===== src/rtl/warp_cmd_pkg.sv =====
package warp_cmd_pkg;
    // Token field positions (decoded by the parser and by the producer)
    localparam int TOK_W    = 32;
    localparam int CMD_BIT  = 31;
    localparam int RUN_BIT  = 30;
    localparam int IDX_LSB  = 25;
    localparam int IDX_W    = 5;
    localparam int VAL_W    = 24;
    localparam int PACK_W   = 26;
    // Packed scaling word layout
    localparam int RX_LSB   = 0;
    localparam int RX_W     = 10;
    localparam int PH_LSB   = 10;
    localparam int PH_W     = 6;
    localparam int RY_LSB   = 16;
    localparam int RY_W     = 10;
    // Register map defaults
    localparam int GEN_REGS = 16;
    localparam int MODE_REG = 27;
    localparam int CORNERS  = 8;

    typedef logic [IDX_W-1:0] reg_idx_t;
endpackage


===== src/rtl/wcp_regfile.sv =====
module wcp_regfile #(
    parameter int NUM_GEN  = warp_cmd_pkg::GEN_REGS,
    parameter int MODE_IDX = warp_cmd_pkg::MODE_REG,
    parameter int IDX_W    = warp_cmd_pkg::IDX_W,
    parameter int VAL_W    = warp_cmd_pkg::VAL_W
) (
    input  logic             clk,
    input  logic             rst_n,
    input  logic             wr_en,
    input  logic [IDX_W-1:0] wr_idx,
    input  logic [VAL_W-1:0] wr_val,
    input  logic             err_clr,
    input  logic [IDX_W-1:0] rd_idx,
    output logic [VAL_W-1:0] rd_data,
    output logic             mode_tetra,
    output logic             err_flag
);
    localparam int GEN_AW = (NUM_GEN > 1) ? $clog2(NUM_GEN) : 1;
    localparam logic [IDX_W:0]   GEN_LIM  = (IDX_W+1)'(NUM_GEN);
    localparam logic [IDX_W-1:0] MODE_SEL = IDX_W'(MODE_IDX);

    typedef struct packed {
        logic [NUM_GEN-1:0][VAL_W-1:0] gen;
        logic                          tetra;
        logic                          err;
    } rf_t;

    rf_t rf_d, rf_q;
    logic wr_hit_gen, wr_hit_mode, wr_bad;

    always_comb begin
        wr_hit_gen  = ({1'b0, wr_idx} < GEN_LIM);
        wr_hit_mode = (wr_idx == MODE_SEL) && !wr_hit_gen;
        wr_bad      = !wr_hit_gen && !wr_hit_mode;
        rf_d        = rf_q;
        if (wr_en && wr_hit_gen)  rf_d.gen[wr_idx[GEN_AW-1:0]] = wr_val;
        if (wr_en && wr_hit_mode) rf_d.tetra = wr_val[0];
        if (err_clr)              rf_d.err = 1'b0;
        if (wr_en && wr_bad)      rf_d.err = 1'b1;   // set wins over clear
    end

    always_ff @(posedge clk) begin
        if (!rst_n) rf_q <= '0;
        else        rf_q <= rf_d;
    end

    always_comb begin
        if ({1'b0, rd_idx} < GEN_LIM)
            rd_data = rf_q.gen[rd_idx[GEN_AW-1:0]];
        else if (rd_idx == MODE_SEL)
            rd_data = {{(VAL_W-1){1'b0}}, rf_q.tetra};
        else
            rd_data = '0;
    end

    assign mode_tetra = rf_q.tetra;
    assign err_flag   = rf_q.err;

    assert_bad_write_sets_err_R10: assert property (@(posedge clk) disable iff (!rst_n)
        (wr_en && wr_bad) |=> err_flag);

    assert_mode_only_by_write_R3: assert property (@(posedge clk) disable iff (!rst_n)
        !(wr_en && wr_idx == MODE_SEL) |=> $stable(mode_tetra));

    assert_err_needs_cause_R10: assert property (@(posedge clk) disable iff (!rst_n)
        (!err_flag && !(wr_en && wr_bad)) |=> !err_flag);
endmodule


===== src/rtl/wcp_collector.sv =====
module wcp_collector #(
    parameter int VAL_W   = warp_cmd_pkg::VAL_W,
    parameter int PACK_W  = warp_cmd_pkg::PACK_W,
    parameter int CORNERS = warp_cmd_pkg::CORNERS,
    parameter int CNT_W   = 4
) (
    input  logic                     clk,
    input  logic                     rst_n,
    input  logic                     data_we,
    input  logic [PACK_W-1:0]        payload,
    input  logic                     run_bit,
    input  logic                     mode_tetra,
    input  logic                     desc_ready,
    output logic                     desc_valid,
    output logic                     desc_tetra,
    output logic                     desc_run,
    output logic [warp_cmd_pkg::RX_W-1:0] desc_ratio_x,
    output logic [warp_cmd_pkg::PH_W-1:0] desc_phase_x,
    output logic [warp_cmd_pkg::RY_W-1:0] desc_ratio_y,
    output logic [CORNERS*VAL_W-1:0] desc_corners,
    output logic [VAL_W-1:0]         desc_src,
    output logic [VAL_W-1:0]         desc_dst,
    output logic [CNT_W-1:0]         stat_count,
    output logic                     stat_idle
);
    import warp_cmd_pkg::*;

    localparam int SCALE_LEN = 3;
    localparam int TETRA_LEN = CORNERS + 2;
    localparam int MAX_LEN   = TETRA_LEN;
    localparam logic [CNT_W-1:0] SCALE_LAST = CNT_W'(SCALE_LEN - 1);
    localparam logic [CNT_W-1:0] TETRA_LAST = CNT_W'(TETRA_LEN - 1);

    typedef struct packed {
        logic [CNT_W-1:0]               count;
        logic                           tetra;
        logic                           run;
        logic                           valid;
        logic [MAX_LEN-1:0][PACK_W-1:0] slots;
    } col_t;

    col_t col_d, col_q;
    logic cur_tetra;
    logic [CNT_W-1:0] last_idx;

    always_comb begin
        col_d     = col_q;
        // the first word of a sequence latches the mode; later words follow it
        cur_tetra = (col_q.count == '0) ? mode_tetra : col_q.tetra;
        last_idx  = cur_tetra ? TETRA_LAST : SCALE_LAST;
        if (col_q.valid && desc_ready) col_d.valid = 1'b0;
        if (data_we) begin
            if (col_q.count == '0) begin
                col_d.tetra = mode_tetra;
                col_d.run   = run_bit;
            end
            col_d.slots[col_q.count] = payload;
            if (col_q.count == last_idx) begin
                col_d.count = '0;
                col_d.valid = 1'b1;
            end else begin
                col_d.count = col_q.count + CNT_W'(1);
            end
        end
    end

    always_ff @(posedge clk) begin
        if (!rst_n) col_q <= '0;
        else        col_q <= col_d;
    end

    // Output layout selected by the latched mode
    for (genvar k = 0; k < CORNERS; k++) begin : g_corner
        assign desc_corners[k*VAL_W +: VAL_W] = col_q.tetra ? col_q.slots[k][VAL_W-1:0] : '0;
    end

    assign desc_ratio_x = col_q.tetra ? '0 : col_q.slots[0][RX_LSB +: RX_W];
    assign desc_phase_x = col_q.tetra ? '0 : col_q.slots[0][PH_LSB +: PH_W];
    assign desc_ratio_y = col_q.tetra ? '0 : col_q.slots[0][RY_LSB +: RY_W];
    assign desc_src     = col_q.tetra ? col_q.slots[CORNERS][VAL_W-1:0]   : col_q.slots[1][VAL_W-1:0];
    assign desc_dst     = col_q.tetra ? col_q.slots[CORNERS+1][VAL_W-1:0] : col_q.slots[2][VAL_W-1:0];
    assign desc_valid   = col_q.valid;
    assign desc_tetra   = col_q.tetra;
    assign desc_run     = col_q.run;
    assign stat_count   = col_q.count;
    assign stat_idle    = (col_q.count == '0) && !col_q.valid;

    logic unused_slot_bits;
    always_comb begin
        unused_slot_bits = 1'b0;
        for (int s = 1; s < MAX_LEN; s++)
            unused_slot_bits = unused_slot_bits ^ (^col_q.slots[s][PACK_W-1:VAL_W]);
    end

    assert_count_in_range_R11: assert property (@(posedge clk) disable iff (!rst_n)
        stat_count < CNT_W'(MAX_LEN));

    assert_no_take_while_pending_R9: assert property (@(posedge clk) disable iff (!rst_n)
        desc_valid |-> !data_we);

    assert_hold_under_stall_R9: assert property (@(posedge clk) disable iff (!rst_n)
        (desc_valid && !desc_ready) |=> (desc_valid && $stable(desc_src) && $stable(desc_dst)
                                         && $stable(desc_run) && $stable(desc_corners)));

    assert_partial_not_valid_R11: assert property (@(posedge clk) disable iff (!rst_n)
        (stat_count != '0) |-> !desc_valid);
endmodule


===== src/rtl/warp_cmd_parser.sv =====
module warp_cmd_parser #(
    parameter int NUM_GEN  = warp_cmd_pkg::GEN_REGS,
    parameter int MODE_IDX = warp_cmd_pkg::MODE_REG,
    parameter int CORNERS  = warp_cmd_pkg::CORNERS,
    parameter int VAL_W    = warp_cmd_pkg::VAL_W
) (
    input  logic                              clk,
    input  logic                              rst_n,
    input  logic                              in_valid,
    output logic                              in_ready,
    input  logic [warp_cmd_pkg::TOK_W-1:0]    in_data,
    input  logic [warp_cmd_pkg::IDX_W-1:0]    rd_idx,
    output logic [VAL_W-1:0]                  rd_data,
    input  logic                              err_clr,
    output logic                              err_flag,
    output logic                              desc_valid,
    input  logic                              desc_ready,
    output logic                              desc_tetra,
    output logic                              desc_run,
    output logic [warp_cmd_pkg::RX_W-1:0]     desc_ratio_x,
    output logic [warp_cmd_pkg::PH_W-1:0]     desc_phase_x,
    output logic [warp_cmd_pkg::RY_W-1:0]     desc_ratio_y,
    output logic [CORNERS*VAL_W-1:0]          desc_corners,
    output logic [VAL_W-1:0]                  desc_src,
    output logic [VAL_W-1:0]                  desc_dst,
    output logic [$clog2(CORNERS+3)-1:0]      stat_count,
    output logic                              stat_idle
);
    import warp_cmd_pkg::*;

    localparam int CNT_W = $clog2(CORNERS + 3);

    logic     fire, cfg_we, data_we, mode_tetra;
    reg_idx_t tok_idx;

    assign in_ready = !desc_valid;
    assign fire     = in_valid && in_ready;
    assign cfg_we   = fire &&  in_data[CMD_BIT];
    assign data_we  = fire && !in_data[CMD_BIT];
    assign tok_idx  = in_data[IDX_LSB +: IDX_W];

    logic unused_tok_bits;
    assign unused_tok_bits = in_data[VAL_W];

    wcp_regfile #(
        .NUM_GEN (NUM_GEN),
        .MODE_IDX(MODE_IDX),
        .IDX_W   (IDX_W),
        .VAL_W   (VAL_W)
    ) u_regs (
        .clk       (clk),
        .rst_n     (rst_n),
        .wr_en     (cfg_we),
        .wr_idx    (tok_idx),
        .wr_val    (in_data[VAL_W-1:0]),
        .err_clr   (err_clr),
        .rd_idx    (rd_idx),
        .rd_data   (rd_data),
        .mode_tetra(mode_tetra),
        .err_flag  (err_flag)
    );

    wcp_collector #(
        .VAL_W  (VAL_W),
        .PACK_W (PACK_W),
        .CORNERS(CORNERS),
        .CNT_W  (CNT_W)
    ) u_col (
        .clk         (clk),
        .rst_n       (rst_n),
        .data_we     (data_we),
        .payload     (in_data[PACK_W-1:0]),
        .run_bit     (in_data[RUN_BIT]),
        .mode_tetra  (mode_tetra),
        .desc_ready  (desc_ready),
        .desc_valid  (desc_valid),
        .desc_tetra  (desc_tetra),
        .desc_run    (desc_run),
        .desc_ratio_x(desc_ratio_x),
        .desc_phase_x(desc_phase_x),
        .desc_ratio_y(desc_ratio_y),
        .desc_corners(desc_corners),
        .desc_src    (desc_src),
        .desc_dst    (desc_dst),
        .stat_count  (stat_count),
        .stat_idle   (stat_idle)
    );

    assert_cfg_keeps_count_R7: assert property (@(posedge clk) disable iff (!rst_n)
        cfg_we |=> $stable(stat_count));

    assert_data_keeps_err_R2: assert property (@(posedge clk) disable iff (!rst_n)
        (data_we && !err_flag && !(cfg_we)) |=> !err_flag);
endmodule


===== config.mk =====
export PLATFORM = sky130hd
export DESIGN_NAME = warp_cmd_parser
export DESIGN_NICKNAME = d
export VERILOG_FILES = /design/src/rtl/warp_cmd_pkg.sv /design/src/rtl/wcp_regfile.sv /design/src/rtl/wcp_collector.sv /design/src/rtl/warp_cmd_parser.sv
export SDC_FILE = /design/constraint.sdc
export NUM_CORES = 2
export LEC_CHECK = 0
export ABC_AREA = 1
export CAP_MARGIN = 10
export CORE_ASPECT_RATIO = 0.8
export CORE_MARGIN = 1
export CORE_UTILIZATION = 30
export CTS_BUF_LIST = sky130_fd_sc_hd__clkbuf_16
export CTS_CLUSTER_DIAMETER = 120
export DETAILED_ROUTE_END_ITERATION = 10
export PLACE_DENSITY_LB_ADDON = 0.3
export SYNTH_ARGS = -nofsm -noshare
export SYNTH_HDL_FRONTEND = slang
export SYNTH_SLANG_ARGS = --single-unit

===== constraint.sdc =====
create_clock -name clk -period 1.95 [get_ports clk]
set_input_delay 0.195 -clock clk [delete_from_list [all_inputs] [get_ports clk]]
set_output_delay 0.195 -clock clk [all_outputs]
set_load 0.01 [all_outputs]

==> reports/qor.txt <==
status = finished with violations
failing checks = negative setup slack
Starting Density = 30.30%
core box area = 89,510 um^2
GP Congestion = 0.8523
CP required = 1.75 ns
root buf cell = clkbuf_16
CTS tree = built
Synth area leader = dfxtp_1
Max-slew headroom = 67.89%
met2 WL = 47.79 mm
Initial DRC Count = 2,782
count leader, synth = o21ai_0
Vias = 27,718
met3 WL = 7.341 mm
number of global-route vias before repair = 25,203
Final setup viols = 144
Post-synth ARST share = 0%
final hold violations = 0
Final Skew = 0.01901 ns
share of cells above drive strength 1 = 26.18%
input/output buffers = 341
placed wire-length estimate = 68.11 mm
worst slew pin tran = 0.4817 ns
CP Class = reg2out
worst-path maximum fanout = 9
total length of routed wires = 109.4 mm
Die Area = 91,630 um^2
Syn Inst Count = 3,879
post-route cell area = 38,150 um^2
DR top layer = met5
clock-pin slew on the worst setup and hold paths = 0.06 ns
DRC = 0
hold_sp = in_data[30]
Worst R2R Start = u_col.desc_valid$_SDFF_PN0_
first-pass GRT wire length = 161.0 mm
top cell type's share of synthesized area = 46.86%
ranking of synthesized cells by area = dfxtp_1 (47%), o21ai_0 (13%), a21oi_1 (12%)
Yosys cell types = 23
Post-synth EDFFs = 0
Avg Vias per Cell = 5.052
Total Routing Usage GR = 22.83%
syn_area_per_cell = 6.993 um^2
chip height = 271.0 um
die extent in x = 338.2 um
syn_nets = 3,925
MaxCap Viol Count = 0
crit end category = output port
crit path launch = u_col.desc_tetra$_SDFFE_PN0P_
final core utilization = 42.62%
RSZ-0062 raised after global routing = yes
nets@finish = 4,277
FMAX = 473.1 MHz
Max Buffers Root-to-Sink = 3
Leak = 17.66 nW
Pwr per Cell Area = 788.4 nW/um^2
WL/cell = 19.93 um
count of TritonRoute iterations in the first routing pass = 6
layout overhead on the synthesized area = 40.64%
Seq/Total Area, Yosys = 46.86%
Hold Path Class = in2reg
Placed Area = 33,450 um^2
#FFs+latches synth = 635
most common library cells after synthesis = o21ai_0 (715), nand2_1 (663), a21oi_1 (652)
Ys Warns = 0
largest net degree at the start of global routing = 96
met1 WL = 50.12 mm
total CTS buffers = 71
WHS = 0.1651 ns
Tot Pwr = 0.03008 W
top_reg_cell synth = dfxtp_1
row cnt = 98
Slew Limit Fails = 0
Worst Slack Setup Final = -0.1639 ns
I/O pin total = 342
fin crit period = 2.114 ns
Data arrival, critical path = 1.92 ns
number of antenna violations at the first check in global routing = 10
fin crit share = 108.4%
Fin Setup TNS = -11.78 ns
gr ovfl total = 0
antenna-violating nets left = 0
Skew-Pair Late Insertion Delay = 0.64 ns
Max VDD drop = 0.5492 mV
Worst setup SP type = register
Post-Syn Area = 27,130 um^2
H-tree Lvls = 3
total clock sinks = 635
-- sequential cells by signal (all words and copies together), names as in the netlist --
signal             cells
u_regs.rf_q          384
u_col.col_q          242
u_col.stat_count       4
u_col.desc_run         1
u_col.desc_tetra       1
u_col.desc_valid       1
u_regs.err_flag        1
u_regs.mode_tetra      1
-- cells by family after synthesis --
logic type	Yosys count	share of synthesized area, %
flip-flops	635	46.86
buffers and inverters	717	10.53
AO/OA/AOI/OAI	1374	25.35
AND/OR/NAND/NOR	1146	16.98
XOR/XNOR	3	0.09688
adder cells (fa/ha/maj)	4	0.1845
-- per-stage QoR --
stage / instances / setup slack [ns]
after detailed placement: 5282 / -0.4860
after global routing: 5487 / -0.2465
after floorplan: 3879 / 0.4249
after global placement: 5282 / -0.4903
after CTS: 5477 / -0.2386
final: 5487 / -0.1639
-- power by group --
part | switching (W) | leakage [nW] | internal [W]
Sequential | 0.000135 | 5.16 | 0.0131
Combinational | 0.00226 | 11.4 | 0.00157
Clock | 0.00588 | 1.13 | 0.00711
-- critical path, cell delays in order (launching register included) --
cell and delay (ns):
dfxtp_4 0.38, buf_12 0.14, buf_12 0.14, buf_6 0.12
buf_8 0.12, buf_16 0.13, nor2_2 0.11, buf_2 0.14
-- cell type report --
type / instances / area [um^2]
fill: 9006 / 51360
inverter: 352 / 1328
clock inverter: 56 / 434.2
tap: 1200 / 1501
multi-input combinational: 2527 / 13260
antenna: 2 / 5.005
clock buffer: 71 / 1777
sequential: 635 / 12810
timing repair buffer: 644 / 7039
-- cells in the final DEF, fill, tap and decap left out, types with 4 or more instances in the layout --
cell,instances
nand2_1,491
buf_8,14
clkbuf_16,75
buf_6,129
dfxtp_1,558
a21oi_4,7
clkdlybuf4s15_1,8
inv_2,57
nor3_4,5
dfxtp_2,76
nor2_2,23
nor2_4,17
nand3_2,53
dlygate4sd2_1,26
o21ai_0,675
clkinvlp_4,4
nor3_1,4
o21ai_1,47
a21oi_1,632
nor2_1,250
clkinv_1,21
buf_4,147
clkdlybuf4s15_2,15
clkbuf_2,26
buf_2,111
clkinv_2,12
nand3_1,98
nand2_4,61
clkdlybuf4s50_1,42
buf_12,102
nand2_2,111
clkinv_8,4
a21oi_2,13
inv_1,303
nand3_4,27
buf_16,16
-- timing repair --
| item | 4_1_cts | 5_1_grt |
|---|---|---|
| setup endpoints to repair | 295 | 330 |
| pin swaps | 89 | 123 |
| endpoints found under the hold margin | 26 | 0 |
| gates cloned | 21 | 4 |
| resized for setup | 1434 | 418 |
| buffers inserted | 53 | 15 |
| hold buffers | 1 | 0 |
-- metal layers --
metal	track usage, %	up-vias
li1	-	13357
met1	32.63	13161
met2	34.20	1001
met3	3.675	197
met4	8.517	2
met5	0	-
-- path summary, 6_finish.rpt --
check,depth (start not counted),slack [ns],to
setup / recovery,7,-0.16,desc_ratio_x[6]
hold / removal,3,0.17,u_col.desc_run$_SDFFE_PN0P_
setup reg to reg,9,0.08,u_regs.rf_q[17]$_SDFFE_PN0P_
hold reg to reg,2,0.45,u_regs.rf_q[266]$_SDFFE_PN0P_
No activity file was read; power rests on OpenSTA's default activity.
